## src/rtl/psw_pkg.sv

```systemverilog
package psw_pkg;
  typedef enum logic [1:0] {
    ST_IDLE  = 2'd0,
    ST_WRITE = 2'd1,
    ST_RECOV = 2'd2,
    ST_CSHI  = 2'd3
  } psw_state_e;

  // Round a nanosecond interval up to whole clock cycles.
  function automatic int ns_to_cyc(input int ns, input int clk_ns);
    if (ns <= 0) return 0;
    return (ns + clk_ns - 1) / clk_ns;
  endfunction

  function automatic int imax(input int a, input int b);
    return (a > b) ? a : b;
  endfunction
endpackage

```

## src/rtl/psw_counter.sv

```systemverilog
module psw_counter #(
  parameter int W = 12
) (
  input  logic         clk,
  input  logic         rst_n,
  input  logic         clr,
  output logic [W-1:0] count
);
  localparam logic [W-1:0] TOP = '1;

  // Saturating up-counter, restarted by clr.
  always_ff @(posedge clk or negedge rst_n) begin
    if (!rst_n)            count <= '0;
    else if (clr)          count <= '0;
    else if (count != TOP) count <= count + 1'b1;
  end
endmodule

```

## src/rtl/psw_budget.sv

```systemverilog
module psw_budget #(
  parameter int W       = 12,
  parameter int WLEN    = 17,
  parameter int MAX_CYC = 2000
) (
  input  logic clk,
  input  logic rst_n,
  input  logic open_burst,
  output logic room
);
  // A further write fits if elapsed+1 cycles so far plus WLEN stay within MAX_CYC.
  localparam logic [W:0] LIMIT = (W+1)'(MAX_CYC - WLEN - 1);

  logic [W-1:0] elapsed;

  psw_counter #(.W(W)) u_elapsed (
    .clk   (clk),
    .rst_n (rst_n),
    .clr   (open_burst),
    .count (elapsed)
  );

  assign room = ({1'b0, elapsed} <= LIMIT);
endmodule

```

## src/rtl/psw_pins.sv

```systemverilog
module psw_pins
  import psw_pkg::*;
#(
  parameter int ADDR_W = 20
) (
  input  logic              clk,
  input  logic              rst_n,
  input  logic              load,
  input  logic [ADDR_W-1:0] ld_addr,
  input  logic [15:0]       ld_data,
  input  logic [1:0]        ld_be,
  input  psw_state_e        nxt_state,
  input  psw_state_e        cur_state,
  output logic              cs_n,
  output logic              we_n,
  output logic              lb_n,
  output logic              ub_n,
  output logic [ADDR_W-1:0] addr,
  output logic [15:0]       data,
  output logic              oe
);
  logic [1:0] be_q;
  logic [1:0] be_src;
  logic [1:0] strb_n;
  logic       pulse_nxt;

  assign be_src    = load ? ld_be : be_q;
  assign pulse_nxt = (nxt_state == ST_WRITE);

  always_ff @(posedge clk or negedge rst_n) begin
    if (!rst_n) begin
      cs_n <= 1'b1;
      we_n <= 1'b1;
      oe   <= 1'b0;
      addr <= '0;
      data <= '0;
      be_q <= '0;
    end else begin
      if (load) begin
        addr <= ld_addr;
        data <= ld_data;
        be_q <= ld_be;
      end
      cs_n <= (nxt_state == ST_IDLE) || (nxt_state == ST_CSHI);
      we_n <= !pulse_nxt;
      oe   <= pulse_nxt || (cur_state == ST_WRITE);
    end
  end

  // One strobe register per byte lane.
  for (genvar b = 0; b < 2; b++) begin : g_lane
    always_ff @(posedge clk or negedge rst_n) begin
      if (!rst_n) strb_n[b] <= 1'b1;
      else        strb_n[b] <= !(pulse_nxt && be_src[b]);
    end
  end

  assign lb_n = strb_n[0];
  assign ub_n = strb_n[1];

  AST_WE_NEEDS_CS: assert property (@(posedge clk) disable iff (!rst_n)
    !we_n |-> !cs_n);
  AST_OE_SPANS_WE: assert property (@(posedge clk) disable iff (!rst_n)
    !we_n |-> oe);
  AST_ADDR_HELD: assert property (@(posedge clk) disable iff (!rst_n)
    (!cs_n && !$past(cs_n)) |-> $stable(addr));
  AST_STROBES_IN_PULSE: assert property (@(posedge clk) disable iff (!rst_n)
    we_n |-> (lb_n && ub_n));
endmodule

```

## src/rtl/psw_write_seq.sv

```systemverilog
module psw_write_seq
  import psw_pkg::*;
#(
  parameter int ADDR_W    = 20,
  parameter int CLK_NS    = 5,
  parameter int T_WC_NS   = 85,
  parameter int T_CW_NS   = 40,
  parameter int T_AW_NS   = 35,
  parameter int T_WP_NS   = 30,
  parameter int T_BW_NS   = 30,
  parameter int T_DW_NS   = 20,
  parameter int T_WR_NS   = 20,
  parameter int T_CP_NS   = 10,
  parameter int T_MAX_NS  = 10000
) (
  input  logic              clk,
  input  logic              rst_n,
  input  logic              req_valid,
  output logic              req_ready,
  input  logic [ADDR_W-1:0] req_addr,
  input  logic [15:0]       req_data,
  input  logic [1:0]        req_be,
  output logic              mem_cs_n,
  output logic              mem_we_n,
  output logic              mem_lb_n,
  output logic              mem_ub_n,
  output logic [ADDR_W-1:0] mem_addr,
  output logic [15:0]       mem_dq,
  output logic              mem_dq_oe
);
  localparam int PW_CYC = imax(1, imax(imax(ns_to_cyc(T_WP_NS, CLK_NS), ns_to_cyc(T_CW_NS, CLK_NS)),
                                       imax(imax(ns_to_cyc(T_AW_NS, CLK_NS), ns_to_cyc(T_BW_NS, CLK_NS)),
                                            ns_to_cyc(T_DW_NS, CLK_NS))));
  localparam int WR_CYC  = imax(1, ns_to_cyc(T_WR_NS, CLK_NS));
  localparam int CP_CYC  = imax(1, ns_to_cyc(T_CP_NS, CLK_NS));
  localparam int WLEN    = imax(ns_to_cyc(T_WC_NS, CLK_NS), PW_CYC + WR_CYC);
  localparam int MAX_CYC = T_MAX_NS / CLK_NS;
  localparam int CW      = $clog2(MAX_CYC + 2);
  localparam int RW      = CW + 1;

  localparam logic [CW-1:0] PW_LAST   = CW'(PW_CYC - 1);
  localparam logic [CW-1:0] WR_LAST   = CW'(WR_CYC - 1);
  localparam logic [CW-1:0] CP_LAST   = CW'(CP_CYC - 1);
  localparam logic [CW-1:0] WLEN_LAST = CW'(WLEN - 1);

  psw_state_e    state_q, state_d;
  logic [CW-1:0] ph_cnt, wc_cnt;
  logic          accept, ph_clr, rec_done, same_addr, room, open_burst;

  assign same_addr = (req_addr == mem_addr);
  assign rec_done  = (ph_cnt >= WR_LAST) && (wc_cnt >= WLEN_LAST);

  always_comb begin
    state_d   = state_q;
    req_ready = 1'b0;
    case (state_q)
      ST_IDLE: begin
        req_ready = 1'b1;
        if (req_valid) state_d = ST_WRITE;
      end
      ST_WRITE: if (ph_cnt == PW_LAST) state_d = ST_RECOV;
      ST_RECOV: if (rec_done) begin
        req_ready = req_valid && same_addr && room;
        state_d   = req_ready ? ST_WRITE : ST_CSHI;
      end
      ST_CSHI:  if (ph_cnt == CP_LAST) state_d = ST_IDLE;
      default:  state_d = ST_IDLE;
    endcase
  end

  assign accept     = req_valid && req_ready;
  assign ph_clr     = (state_d != state_q) || accept;
  assign open_burst = accept && (state_q == ST_IDLE);

  always_ff @(posedge clk or negedge rst_n) begin
    if (!rst_n) state_q <= ST_IDLE;
    else        state_q <= state_d;
  end

  psw_counter #(.W(CW)) u_phase (
    .clk (clk), .rst_n (rst_n), .clr (ph_clr), .count (ph_cnt)
  );

  psw_counter #(.W(CW)) u_wcycle (
    .clk (clk), .rst_n (rst_n), .clr (accept), .count (wc_cnt)
  );

  psw_budget #(.W(CW), .WLEN(WLEN), .MAX_CYC(MAX_CYC)) u_budget (
    .clk (clk), .rst_n (rst_n), .open_burst (open_burst), .room (room)
  );

  psw_pins #(.ADDR_W(ADDR_W)) u_pins (
    .clk       (clk),
    .rst_n     (rst_n),
    .load      (accept),
    .ld_addr   (req_addr),
    .ld_data   (req_data),
    .ld_be     (req_be),
    .nxt_state (state_d),
    .cur_state (state_q),
    .cs_n      (mem_cs_n),
    .we_n      (mem_we_n),
    .lb_n      (mem_lb_n),
    .ub_n      (mem_ub_n),
    .addr      (mem_addr),
    .data      (mem_dq),
    .oe        (mem_dq_oe)
  );

  // Run-length monitors on the pins, used only by the checks below.
  localparam logic [RW-1:0] RTOP = '1;
  logic [RW-1:0] we_lo_run, cs_lo_run, cs_hi_run;

  always_ff @(posedge clk or negedge rst_n) begin
    if (!rst_n) begin
      we_lo_run <= '0;
      cs_lo_run <= '0;
      cs_hi_run <= RW'(CP_CYC);
    end else begin
      we_lo_run <= mem_we_n ? '0 : ((we_lo_run == RTOP) ? we_lo_run : we_lo_run + 1'b1);
      cs_lo_run <= mem_cs_n ? '0 : ((cs_lo_run == RTOP) ? cs_lo_run : cs_lo_run + 1'b1);
      cs_hi_run <= !mem_cs_n ? '0 : ((cs_hi_run == RTOP) ? cs_hi_run : cs_hi_run + 1'b1);
    end
  end

  AST_WE_PULSE_MIN: assert property (@(posedge clk) disable iff (!rst_n)
    $rose(mem_we_n) |-> (we_lo_run >= RW'(PW_CYC)));
  AST_CS_HIGH_MIN: assert property (@(posedge clk) disable iff (!rst_n)
    $fell(mem_cs_n) |-> (cs_hi_run >= RW'(CP_CYC)));
  AST_CS_LOW_MAX: assert property (@(posedge clk) disable iff (!rst_n)
    !mem_cs_n |-> (cs_lo_run < RW'(MAX_CYC)));
  AST_HOLD_IN_WRITE: assert property (@(posedge clk) disable iff (!rst_n)
    (state_q == ST_WRITE) |-> !req_ready);
endmodule

```

## config.mk

```make
export PLATFORM = sky130hd
export DESIGN_NAME = psw_write_seq
export DESIGN_NICKNAME = d
export VERILOG_FILES = /design/src/rtl/psw_pkg.sv /design/src/rtl/psw_counter.sv /design/src/rtl/psw_budget.sv /design/src/rtl/psw_pins.sv /design/src/rtl/psw_write_seq.sv
export SDC_FILE = /design/constraint.sdc
export NUM_CORES = 1
export LEC_CHECK = 0
export BUFFER_PORTS_ARGS = -buffer_cell sky130_fd_sc_hd__buf_2
export CAP_MARGIN = 10
export CORE_UTILIZATION = 45
export DETAILED_ROUTE_END_ITERATION = 10
export PLACE_DENSITY = 0.73
export REMOVE_ABC_BUFFERS = 1
export SLEW_MARGIN = 20
export SYNTH_ARGS = -nofsm -noshare
export SYNTH_HDL_FRONTEND = slang
export SYNTH_HIERARCHICAL = 1
export SYNTH_SLANG_ARGS = --single-unit
```

## constraint.sdc

```tcl
create_clock -name clk -period 6.3 [get_ports clk]
set_input_delay 0.315 -clock clk [delete_from_list [all_inputs] [get_ports clk]]
set_output_delay 0.315 -clock clk [all_outputs]
set_load 0.01 [all_outputs]
```

==> results.sh <==
export IMPL_worst_setup_path_start_kind="flop"
export IMPL_drc=0
export IMPL_num_fill_cells=776
export IMPL_worst_r2r_cell_count=8
export IMPL_avgSynthCellArea_um2=11.8
export IMPL_synth_area_leaders="dfrtp_1 46%, mux2_4 7.5%, mux2_2 6.2%"
export IMPL_rsz0062_at_grt="false"
export IMPL_r2r_slack_ns=3.50
export IMPL_ir_drop_mv=0.199
export IMPL_reg2reg_from="u_pins/addr[0]$_DFFE_PN0P_"
export IMPL_cts_buffers=9
export IMPL_synthFlopType="dfrtp_1"
export IMPL_pwr_share_comb=0.171
export IMPL_dpl_instance_area_um2=4490
export IMPL_seq_area_frac_synth=0.487
export IMPL_start_util=0.463
export IMPL_pwr_density_cell_nw_per_um2=270
export IMPL_num_vias=2836
export IMPL_grt_max_degree=79
export IMPL_whs_ns=0.127
export IMPL_fmax_ghz=0.357
export IMPL_port_buffers=82
export IMPL_synthCells=339
export IMPL_critical_path_class="reg -> reg"
export IMPL_synth_cell_type_count=45
export IMPL_final_max_slew_viol_count=0
export IMPL_coreArea_um2=8680
export IMPL_min_path_type="in -> async"
export IMPL_drt_total_wl_um=7680
export IMPL_postCtsResizedCells=0
export IMPL_post_drt_via_cell_ratio=5.30
export IMPL_drive_above_1_share=0.415
export IMPL_fp_dieH_um=96.5
export IMPL_switching_share=0.300
export IMPL_place_congestion=0.781
export IMPL_maxCapViolCount=0
export IMPL_use_met3=0.0563
export IMPL_p_leak_nw=2.19
export IMPL_fin_crit_ns=2.80
export IMPL_grt_use_total=0.181
export IMPL_antenna_cells=0
export IMPL_firstDrtPassIters=5
export IMPL_clock_path_buffers=2
export IMPL_grt_ovfl_total=0
export IMPL_grt_pass1_vias=2686
export IMPL_cts_sinks=78
export IMPL_ys_ff_latch=78
export IMPL_dieWidth_um=96.5
export IMPL_cp_arrival_ns=3.10
export IMPL_worst_setup_path_end_kind="flop"
export IMPL_cts_max_level=3
export IMPL_antenna_left=0
export IMPL_synth_edf_count=0
export IMPL_ios=83
export IMPL_num_rows=34
export IMPL_die_area_um2=9310
export IMPL_ys_warn_count=6
export IMPL_crit_fanout=50
export IMPL_cts_tree="yes"
export IMPL_fin_crit_sh=0.445
export IMPL_max_slew_worst_pin_slew_ns=0.969
export IMPL_synthDominantCellAreaShare=0.461
export IMPL_crit_required_ns=6.59
export IMPL_pwr_share_seq=0.506
export IMPL_netlist_area_um2=4020
export IMPL_grt_use_met2=0.257
export IMPL_final_cell_area_um2=4720
export IMPL_path_clk_slew_ns=0.09
export IMPL_synth_async_reset_ratio=1.00
export IMPL_p_switching_mw=0.383
export IMPL_p_int_mw=0.893
export IMPL_layout_setup_ws_ns=3.50
export IMPL_num_nets_final=468
export IMPL_worst_clock_skew_ns=0.0132
export IMPL_final_cell_mix="81 x buf_2, 74 x dfrtp_1, 24 x nor2_1"
export IMPL_clockPowerShare=0.322
export IMPL_wire_per_inst_um=14.3
export IMPL_dp_hpwl_um=5350
export IMPL_antenna_found_initial=0
export IMPL_insertion_delay_ns=0.34
export IMPL_cts_hold_buf=0
export IMPL_top_usage_layer="met1"
export IMPL_finalSetupTns_ns=0
export IMPL_final_common_cell="buf_2"
export IMPL_outcome="finished, final reports clean"
export IMPL_cts_root_buf="clkbuf_8"
export IMPL_max_slew_margin_rel=0.354
export IMPL_grt_util_met1=0.260
export IMPL_syn_to_final_growth_pct=17.4
export IMPL_finalHoldViolCount=0
export IMPL_drt_iter0_drc=152
export IMPL_final_setup_viol_count=0
export IMPL_pre_cts_ws_ns=3.52
export IMPL_grt_first_pass_wirelength_um=12800
export IMPL_reg2reg_to="u_pins/lb_n$_DFF_PN1_"
export IMPL_synth_area_leader_cell="dfrtp_1"
export IMPL_post_cts_setup_buffers=0
per-stage QoR:
stage          utilization  power, mW  instances
2_1_floorplan            -      0.795        327
3_3_place_gp         0.518      0.859        519
3_5_place_dp         0.518      0.875        519
4_1_cts              0.543       1.29        535
5_1_grt              0.543       1.35        535
6_report             0.543       1.28        535
synthesized netlist by cell type (2+ instances only):
cell       n
dfrtp_1   74
nor2_1    24
mux2_2    22
a21oi_1   21
mux2_4    20
nand2_1   20
xor2_1    18
nand3_1   12
o21ai_0   12
inv_1     10
nor3_1     9
buf_6      6
mux2i_1    6
or3_2      6
clkbuf_1   5
ha_1       5
nor4_1     5
xnor2_1    5
dfstp_2    4
nor2b_1    4
nor4_2     4
and3b_1    3
nand2_4    3
nand3_4    3
nand4_1    3
nor3_2     3
nor4_4     3
o31a_2     3
o31ai_1    3
or2_0      3
or3_1      3
or4_1      3
o22ai_1    2
sequential cells by signal, indices dropped and copies added (netlist names):
name and count:
u_wcycle/count 11, u_budget/u_elapsed/count 11, u_pins/cs_n 1, u_phase/count 11
u_pins/data 16, u_pins/lb_n 1, u_pins/oe 1, u_pins/we_n 1
u_pins/be_q 2, state_q 2, u_pins/addr 20, u_pins/ub_n 1
kinds of logic (layout without fill, tap and decap cells):
logic type,count (synthesis),after routing,share of synthesized area
AO/OA/AOI/OAI,47,47,0.0766
XOR/XNOR,23,23,0.0502
adder cells (fa/ha/maj),5,5,0.0156
buffers and inverters,22,110,0.0321
flip-flops,78,78,0.487
multiplexers,48,48,0.151
AND/OR/NAND/NOR,116,116,0.187
critical path: stages (launching register included):
cell and delay, ns:
dfrtp_1 0.41, xor2_1 0.17, nor4_2 0.30, nand4_1 0.22, o41ai_4 0.30, nor3b_4 0.23, buf_4 0.61, mux2_2 0.42
nand2_1 0.08
power groups by stage:
stage                     registers (mW)  logic (mW)  clock network [mW]
after CTS                          0.646       0.220               0.427
after detailed placement           0.655       0.220                   0
final                              0.646       0.218               0.411
after global routing               0.660       0.248               0.443
after floorplan                    0.644       0.151                   0
after global placement             0.651       0.208                   0
metal layers:
metal,wire length [um],part of all wire
met4,91,0.012
met2,3320,0.43
met5,0,0
met3,506,0.066
met1,3760,0.49
layout make-up:
cell class | count | area (um2) | area share
clock inverters | 6 | 93.8 | 0.0199
multi-input cells | 239 | 1940 | 0.411
inverters | 10 | 37.5 | 0.00796
well taps | 108 | 135 | 0.0287
flip-flops and latches | 78 | 1960 | 0.415
repair buffers | 84 | 428 | 0.0907
clock buffers | 10 | 128 | 0.0271
worst max-delay path by stage:
stage / start / endpoint / slack, ns
6_report: u_pins/addr[0]$_DFFE_PN0P_ / u_pins/lb_n$_DFF_PN1_ / 3.50
5_1_grt: u_pins/addr[0]$_DFFE_PN0P_ / u_pins/lb_n$_DFF_PN1_ / 3.34
4_1_cts: u_pins/addr[0]$_DFFE_PN0P_ / u_pins/lb_n$_DFF_PN1_ / 3.50
3_5_place_dp: req_addr[0] / u_pins/lb_n$_DFF_PN1_ / 3.52
3_3_place_gp: req_addr[0] / u_pins/ub_n$_DFF_PN1_ / 3.57
2_1_floorplan: u_phase/count[3]$_DFFE_PN0P_ / u_pins/lb_n$_DFF_PN1_ / 2.03
Note: power is estimated with default switching activity, not from simulation.
